**config.mk**
```make
export PLATFORM = sky130hd
export DESIGN_NAME = usb_ctl_regs
export DESIGN_NICKNAME = d
export VERILOG_FILES = /design/src/rtl/usb_regs_pkg.sv /design/src/rtl/usb_regs_ctrl.sv /design/src/rtl/usb_regs_dp.sv /design/src/rtl/usb_ctl_regs.sv
export SDC_FILE = /design/constraint.sdc
export NUM_CORES = 1
export LEC_CHECK = 0
export ABC_AREA = 1
export BUFFER_PORTS_ARGS = -buffer_cell sky130_fd_sc_hd__buf_2
export CORE_ASPECT_RATIO = 0.5
export CORE_MARGIN = 4
export CORE_UTILIZATION = 27
export CTS_CLUSTER_DIAMETER = 80
export DETAILED_ROUTE_END_ITERATION = 7
export PLACE_DENSITY = 0.55
export SYNTH_ARGS = -nofsm -noshare
export SYNTH_HDL_FRONTEND = slang
export SYNTH_SLANG_ARGS = --single-unit
```
**constraint.sdc**
```tcl
create_clock -name clk -period 3.26 [get_ports clk]
set_input_delay 0.489 -clock clk [delete_from_list [all_inputs] [get_ports clk]]
set_output_delay 0.489 -clock clk [all_outputs]
set_load 0.03 [all_outputs]
```
**src/rtl/usb_regs_pkg.sv**
```systemverilog
package usb_regs_pkg;

  localparam int NUM_EP   = 4;
  localparam int EP_IDX_W = $clog2(NUM_EP);
  localparam int ADDR_W   = 8;
  localparam int NUM_IRQ  = 4;

  // Register offsets. IN/OUT count blocks are aligned to NUM_EP.
  localparam logic [ADDR_W-1:0] A_INCNT   = 8'h00;
  localparam logic [ADDR_W-1:0] A_OUTCNT  = 8'h04;
  localparam logic [ADDR_W-1:0] A_INRDY   = 8'h08;
  localparam logic [ADDR_W-1:0] A_OUTRDY  = 8'h09;
  localparam logic [ADDR_W-1:0] A_IRQ     = 8'h0A;
  localparam logic [ADDR_W-1:0] A_TOGGLE  = 8'h0B;
  localparam logic [ADDR_W-1:0] A_DEVADDR = 8'h0C;
  localparam logic [ADDR_W-1:0] A_FRLO    = 8'h0D;
  localparam logic [ADDR_W-1:0] A_FRHI    = 8'h0E;
  localparam logic [ADDR_W-1:0] A_PHYADDR = 8'h0F;
  localparam logic [ADDR_W-1:0] A_PHYCMD  = 8'h10;
  localparam logic [ADDR_W-1:0] A_PHYDATA = 8'h11;

  // Write strobes from the decoder to the datapath
  typedef struct packed {
    logic [NUM_EP-1:0] wrInCnt;
    logic wrInRdy;
    logic wrOutRdy;
    logic wrIrq;
    logic wrToggle;
    logic wrDevAddr;
    logic wrPhyAddr;
    logic wrPhyCmd;
    logic wrPhyData;
  } regStrb_t;

  typedef enum logic [3:0] {
    RS_NONE, RS_INCNT, RS_OUTCNT, RS_INRDY, RS_OUTRDY, RS_IRQ, RS_TOGGLE,
    RS_DEVADDR, RS_FRLO, RS_FRHI, RS_PHYADDR, RS_PHYCMD, RS_PHYDATA
  } rdSel_t;

endpackage

```
**src/rtl/usb_regs_ctrl.sv**
```systemverilog
module usb_regs_ctrl
  import usb_regs_pkg::*;
(
  input  logic                clk,
  input  logic                rstN,
  input  logic [ADDR_W-1:0]   regAddr,
  input  logic                regWe,
  output regStrb_t            strb,
  output rdSel_t              rdSel,
  output logic [EP_IDX_W-1:0] epSel
);

  always_comb begin
    strb  = '0;
    rdSel = RS_NONE;
    epSel = regAddr[EP_IDX_W-1:0];
    if (regAddr[ADDR_W-1:EP_IDX_W] == A_INCNT[ADDR_W-1:EP_IDX_W]) begin
      rdSel = RS_INCNT;
      strb.wrInCnt[epSel] = regWe;
    end else if (regAddr[ADDR_W-1:EP_IDX_W] == A_OUTCNT[ADDR_W-1:EP_IDX_W]) begin
      rdSel = RS_OUTCNT;   // read-only
    end else begin
      case (regAddr)
        A_INRDY:   begin rdSel = RS_INRDY;   strb.wrInRdy   = regWe; end
        A_OUTRDY:  begin rdSel = RS_OUTRDY;  strb.wrOutRdy  = regWe; end
        A_IRQ:     begin rdSel = RS_IRQ;     strb.wrIrq     = regWe; end
        A_TOGGLE:  begin rdSel = RS_TOGGLE;  strb.wrToggle  = regWe; end
        A_DEVADDR: begin rdSel = RS_DEVADDR; strb.wrDevAddr = regWe; end
        A_FRLO:    rdSel = RS_FRLO;
        A_FRHI:    rdSel = RS_FRHI;
        A_PHYADDR: begin rdSel = RS_PHYADDR; strb.wrPhyAddr = regWe; end
        A_PHYCMD:  begin rdSel = RS_PHYCMD;  strb.wrPhyCmd  = regWe; end
        A_PHYDATA: begin rdSel = RS_PHYDATA; strb.wrPhyData = regWe; end
        default:   rdSel = RS_NONE;
      endcase
    end
  end


  strb_onehot_chk: assert property (@(posedge clk) disable iff (!rstN)
    $onehot0(strb));


  no_strb_unmapped_chk: assert property (@(posedge clk) disable iff (!rstN)
    (rdSel == RS_NONE) |-> (strb == '0));

endmodule

```
**src/rtl/usb_regs_dp.sv**
```systemverilog
module usb_regs_dp
  import usb_regs_pkg::*;
#(
  parameter int DATA_W    = 8,
  parameter int FRAME_W   = 11,
  parameter int DEVADDR_W = 7,
  parameter int PHYADDR_W = 6
) (
  input  logic                     clk,
  input  logic                     rstN,
  input  regStrb_t                 strb,
  input  rdSel_t                   rdSel,
  input  logic [EP_IDX_W-1:0]      epSel,
  input  logic [DATA_W-1:0]        wrData,
  output logic [DATA_W-1:0]        rdData,
  output logic                     irq,
  input  logic                     sofPulse,
  input  logic [FRAME_W-1:0]       sofFrame,
  input  logic                     setupPulse,
  input  logic                     inSentPulse,
  input  logic [EP_IDX_W-1:0]      inSentEp,
  input  logic                     outRcvdPulse,
  input  logic [EP_IDX_W-1:0]      outRcvdEp,
  input  logic [DATA_W-1:0]        outRcvdCnt,
  output logic [NUM_EP*DATA_W-1:0] inCount,
  output logic [NUM_EP-1:0]        inReady,
  output logic [NUM_EP-1:0]        outReady,
  output logic [NUM_EP-1:0]        toggle,
  output logic [DEVADDR_W-1:0]     devAddr,
  output logic [PHYADDR_W-1:0]     phyRegAddr,
  output logic [DATA_W-1:0]        phyWrData,
  output logic                     phyWrStart,
  output logic                     phyRdStart,
  input  logic                     phyDone,
  input  logic [DATA_W-1:0]        phyRdData
);

  localparam int FRHI_W = FRAME_W - DATA_W;

  logic [NUM_EP-1:0][DATA_W-1:0] inCnt, outCnt;
  logic [NUM_EP-1:0]  inRdy, inRdyNxt, outRdy, outRdyNxt, togReg;
  logic [NUM_IRQ-1:0] irqStat, irqNxt, irqEvt;
  logic [FRAME_W-1:0] frameNum;
  logic [DEVADDR_W-1:0] devAddrReg;
  logic [PHYADDR_W-1:0] phyAddrReg;
  logic [DATA_W-1:0]  phyData;
  logic [1:0]         phyCmd;     // bit0 write pending, bit1 read pending
  logic               phyBusy, wrGo, rdGo;

  // ---- next-state for split-ownership bits ----
  always_comb begin
    inRdyNxt = inRdy;
    if (inSentPulse) inRdyNxt[inSentEp] = 1'b0;
    if (strb.wrInRdy) inRdyNxt = inRdyNxt | wrData[NUM_EP-1:0];   // CPU set wins

    outRdyNxt = outRdy;
    if (strb.wrOutRdy) outRdyNxt = outRdyNxt & ~wrData[NUM_EP-1:0];
    if (outRcvdPulse) outRdyNxt[outRcvdEp] = 1'b1;               // engine set wins

    irqEvt = {outRcvdPulse, inSentPulse, setupPulse, sofPulse};
    irqNxt = irqStat;
    if (strb.wrIrq) irqNxt = irqNxt & ~wrData[NUM_IRQ-1:0];
    irqNxt = irqNxt | irqEvt;                                     // event wins
  end

  assign phyBusy = |phyCmd;
  assign wrGo    = strb.wrPhyCmd && !phyBusy && wrData[0];
  assign rdGo    = strb.wrPhyCmd && !phyBusy && !wrData[0] && wrData[1];

  always_ff @(posedge clk) begin
    if (!rstN) begin
      inCnt      <= '0;
      outCnt     <= '0;
      inRdy      <= '0;
      outRdy     <= '0;
      irqStat    <= '0;
      togReg     <= '0;
      devAddrReg <= '0;
      frameNum   <= '0;
      phyAddrReg <= '0;
      phyData    <= '0;
      phyCmd     <= '0;
      phyWrStart <= 1'b0;
      phyRdStart <= 1'b0;
    end else begin
      for (int e = 0; e < NUM_EP; e++) begin
        if (strb.wrInCnt[e]) inCnt[e] <= wrData;
        if (outRcvdPulse && (outRcvdEp == EP_IDX_W'(e))) outCnt[e] <= outRcvdCnt;
      end
      inRdy   <= inRdyNxt;
      outRdy  <= outRdyNxt;
      irqStat <= irqNxt;
      if (strb.wrToggle)  togReg     <= wrData[NUM_EP-1:0];
      if (strb.wrDevAddr) devAddrReg <= wrData[DEVADDR_W-1:0];
      if (strb.wrPhyAddr) phyAddrReg <= wrData[PHYADDR_W-1:0];
      if (sofPulse)       frameNum   <= sofFrame;

      phyWrStart <= wrGo;
      phyRdStart <= rdGo;
      if (wrGo)                 phyCmd <= 2'b01;
      else if (rdGo)            phyCmd <= 2'b10;
      else if (phyDone)         phyCmd <= 2'b00;

      if (phyDone && phyCmd[1]) phyData <= phyRdData;
      else if (strb.wrPhyData)  phyData <= wrData;
    end
  end

  // ---- read mux ----
  always_comb begin
    case (rdSel)
      RS_INCNT:   rdData = inCnt[epSel];
      RS_OUTCNT:  rdData = outCnt[epSel];
      RS_INRDY:   rdData = DATA_W'(inRdy);
      RS_OUTRDY:  rdData = DATA_W'(outRdy);
      RS_IRQ:     rdData = DATA_W'(irqStat);
      RS_TOGGLE:  rdData = DATA_W'(togReg);
      RS_DEVADDR: rdData = DATA_W'(devAddrReg);
      RS_FRLO:    rdData = frameNum[DATA_W-1:0];
      RS_FRHI:    rdData = DATA_W'(frameNum[FRAME_W-1:DATA_W]);
      RS_PHYADDR: rdData = DATA_W'(phyAddrReg);
      RS_PHYCMD:  rdData = DATA_W'(phyCmd);
      RS_PHYDATA: rdData = phyData;
      default:    rdData = '0;
    endcase
  end

  for (genvar e = 0; e < NUM_EP; e++) begin : g_ep
    assign inCount[e*DATA_W +: DATA_W] = inCnt[e];
  end

  assign irq        = |irqStat;
  assign inReady    = inRdy;
  assign outReady   = outRdy;
  assign toggle     = togReg;
  assign devAddr    = devAddrReg;
  assign phyRegAddr = phyAddrReg;
  assign phyWrData  = phyData;

  // ---- assertions ----

  in_clear_chk: assert property (@(posedge clk) disable iff (!rstN)
    (inSentPulse && !(strb.wrInRdy && wrData[inSentEp])) |=> !inReady[$past(inSentEp)]);


  in_set_chk: assert property (@(posedge clk) disable iff (!rstN)
    (strb.wrInRdy && wrData[0]) |=> inReady[0]);


  out_set_chk: assert property (@(posedge clk) disable iff (!rstN)
    outRcvdPulse |=> outReady[$past(outRcvdEp)]);


  sof_irq_chk: assert property (@(posedge clk) disable iff (!rstN)
    sofPulse |=> irq);


  devaddr_hold_chk: assert property (@(posedge clk) disable iff (!rstN)
    !strb.wrDevAddr |=> $stable(devAddr));


  phy_pulse_chk: assert property (@(posedge clk) disable iff (!rstN)
    (phyWrStart || phyRdStart) |=> !(phyWrStart || phyRdStart));


  phy_excl_chk: assert property (@(posedge clk) disable iff (!rstN)
    !(phyWrStart && phyRdStart));


  phy_done_chk: assert property (@(posedge clk) disable iff (!rstN)
    (phyDone && phyBusy) |=> (phyCmd == 2'b00));

endmodule

```
**src/rtl/usb_ctl_regs.sv**
```systemverilog
module usb_ctl_regs
  import usb_regs_pkg::*;
#(
  parameter int DATA_W    = 8,
  parameter int FRAME_W   = 11,
  parameter int DEVADDR_W = 7,
  parameter int PHYADDR_W = 6
) (
  input  logic                     clk,
  input  logic                     rstN,
  input  logic [ADDR_W-1:0]        regAddr,
  input  logic                     regWe,
  input  logic [DATA_W-1:0]        regWrData,
  output logic [DATA_W-1:0]        regRdData,
  output logic                     irq,
  input  logic                     sofPulse,
  input  logic [FRAME_W-1:0]       sofFrame,
  input  logic                     setupPulse,
  input  logic                     inSentPulse,
  input  logic [EP_IDX_W-1:0]      inSentEp,
  input  logic                     outRcvdPulse,
  input  logic [EP_IDX_W-1:0]      outRcvdEp,
  input  logic [DATA_W-1:0]        outRcvdCnt,
  output logic [NUM_EP*DATA_W-1:0] inCount,
  output logic [NUM_EP-1:0]        inReady,
  output logic [NUM_EP-1:0]        outReady,
  output logic [NUM_EP-1:0]        toggle,
  output logic [DEVADDR_W-1:0]     devAddr,
  output logic [PHYADDR_W-1:0]     phyRegAddr,
  output logic [DATA_W-1:0]        phyWrData,
  output logic                     phyWrStart,
  output logic                     phyRdStart,
  input  logic                     phyDone,
  input  logic [DATA_W-1:0]        phyRdData
);

  regStrb_t            strb;
  rdSel_t              rdSel;
  logic [EP_IDX_W-1:0] epSel;

  usb_regs_ctrl i_ctrl (
    .clk(clk), .rstN(rstN), .regAddr(regAddr), .regWe(regWe),
    .strb(strb), .rdSel(rdSel), .epSel(epSel)
  );

  usb_regs_dp #(
    .DATA_W(DATA_W), .FRAME_W(FRAME_W), .DEVADDR_W(DEVADDR_W), .PHYADDR_W(PHYADDR_W)
  ) i_dp (
    .clk(clk), .rstN(rstN), .strb(strb), .rdSel(rdSel), .epSel(epSel),
    .wrData(regWrData), .rdData(regRdData), .irq(irq),
    .sofPulse(sofPulse), .sofFrame(sofFrame), .setupPulse(setupPulse),
    .inSentPulse(inSentPulse), .inSentEp(inSentEp),
    .outRcvdPulse(outRcvdPulse), .outRcvdEp(outRcvdEp), .outRcvdCnt(outRcvdCnt),
    .inCount(inCount), .inReady(inReady), .outReady(outReady), .toggle(toggle),
    .devAddr(devAddr), .phyRegAddr(phyRegAddr), .phyWrData(phyWrData),
    .phyWrStart(phyWrStart), .phyRdStart(phyRdStart),
    .phyDone(phyDone), .phyRdData(phyRdData)
  );

endmodule

```
==> reports/metrics.cfg <==
[run_status]
status=finished, final reports clean

[sta]
tns_ns=0
fin_ws_ns=0.597
worstMarginPinSlew_ns=0.635
slew_headroom_pct=57.6
fmax_mhz=376
skew_ns=0.00234
rsz0062_at_grt=false
period_needed_ns=2.66
hold_viol_final=0
drv_slew=0
setup_viol=0
finalCritPeriodShare_pct=81.7

[hold_path]
hold-path-endpoint=i_dp.frameNum[3]
hold_path_class=in -> reg
hold_start=sofFrame[3]
hold_path_depth=3

[final_layout]
n_fill_cell=2231
area_growth_syn_to_layout_pct=25.4
drive_gt1_share_pct=20.4
fin_nets=1055
diodes=0
final_cell_mix=300 x nand2_1, 130 x buf_2, 116 x dfxtp_1, 108 x nor2_1, 72 x nand3_1
fin_cells=1285
final_common_cell=nand2_1

[floorplan]
dieWidth_um=215
core_um2=20800
start_util_pct=27.9
die_y_um=112
rows=37
dieArea_um2=24000
ioPinCount=131

[critical_path]
crit_type=in -> out
path_delay_family=simple AND/OR/NAND/NOR gates
cp_common_cell=nand2_1
ff2ff_path_depth=5
worst_setup_path_end_kind=output port
cp_max_fo=20
required_ns=2.77
crit_buf_inv=3
r2r-end=i_dp.phyWrData[3]
cp_data_arrival_time_ns=2.17
crit_chain=buf_2, inv_2, nor2_4, nand2_1, nor2_2, nand2_1, nand2_1, nor2_1, nand3_1, buf_2
r2r_setup_slack_ns=1.56
startpoint_type=input pin
crit_path_max_incr_delay_ns=0.40
r2r_start=i_dp.phyCmd[1]
cpMaxStageDelayCell=buf_2

[global_routing]
grt.total_usage_pct=17.3
use_met3_pct=3.87
grt_use_met2_pct=28.7
top_usage_layer=met2
grt_overflow=0
antenna_found_initial=0
grt_pass1_wl_mm=33.1
grt_max_degree=58
grt_pass1_vias=6012
grtUsageMet1_pct=22.6

[clocking]
numCtsBuffers=17
clk_pin_slew_ns=0.05
cts_root_buffer=clkbuf_16
cts_tree=done
ctsResizeCount=0
cts.htree.levels=4
clock_path_buffers=2
clk_latency_ns=0.41
ctsHoldBuffers=0
post_cts_buffers=0
cts_sinks=116

[power_and_ir_drop]
p_clk_share_pct=53.2
irDropWorstVdd_uv=225
seq_power_share_pct=39.4
combPwrFrac_pct=7.4
p_leak_uw=0.00340
switchingPower_uw=885
p_int_uw=2860
powerDensity_nw_per_um2=516
switching_share_pct=23.6

[synthesis]
synth.distinct_cells=27
synthCells=883
synth.top_cell.area_share_pct=40.1
synth_seq_cells=116
synth_nets=938
synthTopCellsByArea=dfxtp_1 40%, nand2_1 19%, nor2_1 7.0%
yosysSeqAreaShare_pct=40.1
yosys.area.top_type=dfxtp_1
synth.cell_area_um2=5790
syn_area_per_cell_um2=6.56
ys.warnings.count=0

[routing]
vias_per_cell=4.83
drt_wl_total_mm=21.2
wl_per_cell_um=16.5
drt.antenna.violating_nets=0
vias=6205
drtPass1Iterations=7
drc=0
drt_iter0_drc=414

[job]
maxCapViolations=0

[placed_design]
numPortBuffers=130
dp_hpwl_mm=15.7
preCtsSetupSlack_ns=0.618
place.gp.congestion=0.837
dp.cells=1254

==> worst max path at each step <==
stage                          start           end  slack (ns)  cells past startpoint
final                     regAddr[0]  regRdData[2]        0.60                     10
after global routing      regAddr[0]  regRdData[2]        0.43                     10
after CTS                 regAddr[0]  regRdData[2]        0.62                     10
after detailed placement  regAddr[0]  regRdData[2]        0.62                     10
after global placement    regAddr[0]  regRdData[2]        0.67                     12
after floorplan           regAddr[0]  regRdData[7]        1.25                      8
==> stage by stage <==
| stage | hold slack [ns] | total power [uW] | util [%] | cell area (um2) |
|---|---|---|---|---|
| floorplan | 0.424 | 1670 | - | 5790 |
| global placement | 0.432 | 1780 | 31.9 | 6630 |
| detailed placement | 0.438 | 1780 | 31.9 | 6630 |
| CTS | 0.294 | 3780 | 34.9 | 7260 |
| global route | 0.300 | 3880 | 34.9 | 7260 |
| finish | 0.306 | 3750 | 34.9 | 7260 |
==> flip-flops by register name, indices dropped and copies added (netlist names) <==
register and count:
i_dp.outCnt 32, i_dp.irqStat 4, i_dp.outReady 4, i_dp.phyRegAddr 6, i_dp.phyWrData 8, i_dp.inCount 32, i_dp.phyWrStart 1, i_dp.devAddr 7
i_dp.toggle 4, i_dp.inReady 4, i_dp.phyCmd 2, i_dp.frameNum 11, i_dp.phyRdStart 1
==> cells in the mapped netlist, drive strengths merged <==
master / count
o21a: 1
inv: 57
nand3: 75
nor2: 130
clkbuf: 18
nor3: 12
buf: 19
nand4: 13
o21ai: 61
and3: 1
a31oi: 1
nand2: 309
clkinv: 2
a21oi: 68
dfxtp: 116
==> worst reg2reg max path: stages, from the launching register on <==
cell	delay [ns]
dfxtp_1	0.33
nand2_1	0.44
clkinv_1	0.41
o21ai_0	0.25
nand2_1	0.07
a21oi_1	0.12
==> power by group through the flow <==
| stage | clock network, uW | logic, uW | registers, uW |
|---|---|---|---|
| floorplan | 0 | 164 | 1510 |
| global placement | 0 | 271 | 1510 |
| detailed placement | 0 | 275 | 1510 |
| CTS | 2020 | 276 | 1480 |
| global route | 2100 | 304 | 1480 |
| finish | 1990 | 277 | 1480 |
==> kinds of logic (layout without fill, tap and decap cells) <==
family	Yosys count	in the layout	synth area share, %
AOI/OAI and AO/OA	131	131	11.4
buffers and inverters	96	225	7.04
DFF	116	116	40.1
and+or+nand+nor	540	540	41.5
==> metal layers <==
| layer | vias up | wire [um] |
|---|---|---|
| met2 | 159 | 10100 |
| met1 | 2942 | 9660 |
| met5 | - | 0 |
| met4 | 0 | 336 |
| li1 | 3077 | - |
| met3 | 27 | 1080 |
==> area by class of cell <==
type,count,area [um2],area share [%]
timing repair buffer,135,688,9.48
tap,273,342,4.71
inverter,59,221,3.05
clock buffer,22,474,6.53
multi-input combinational,671,3060,42.2
clock inverter,9,151,2.09
sequential,116,2320,32.0
Power figures use the tool's default switching activity.
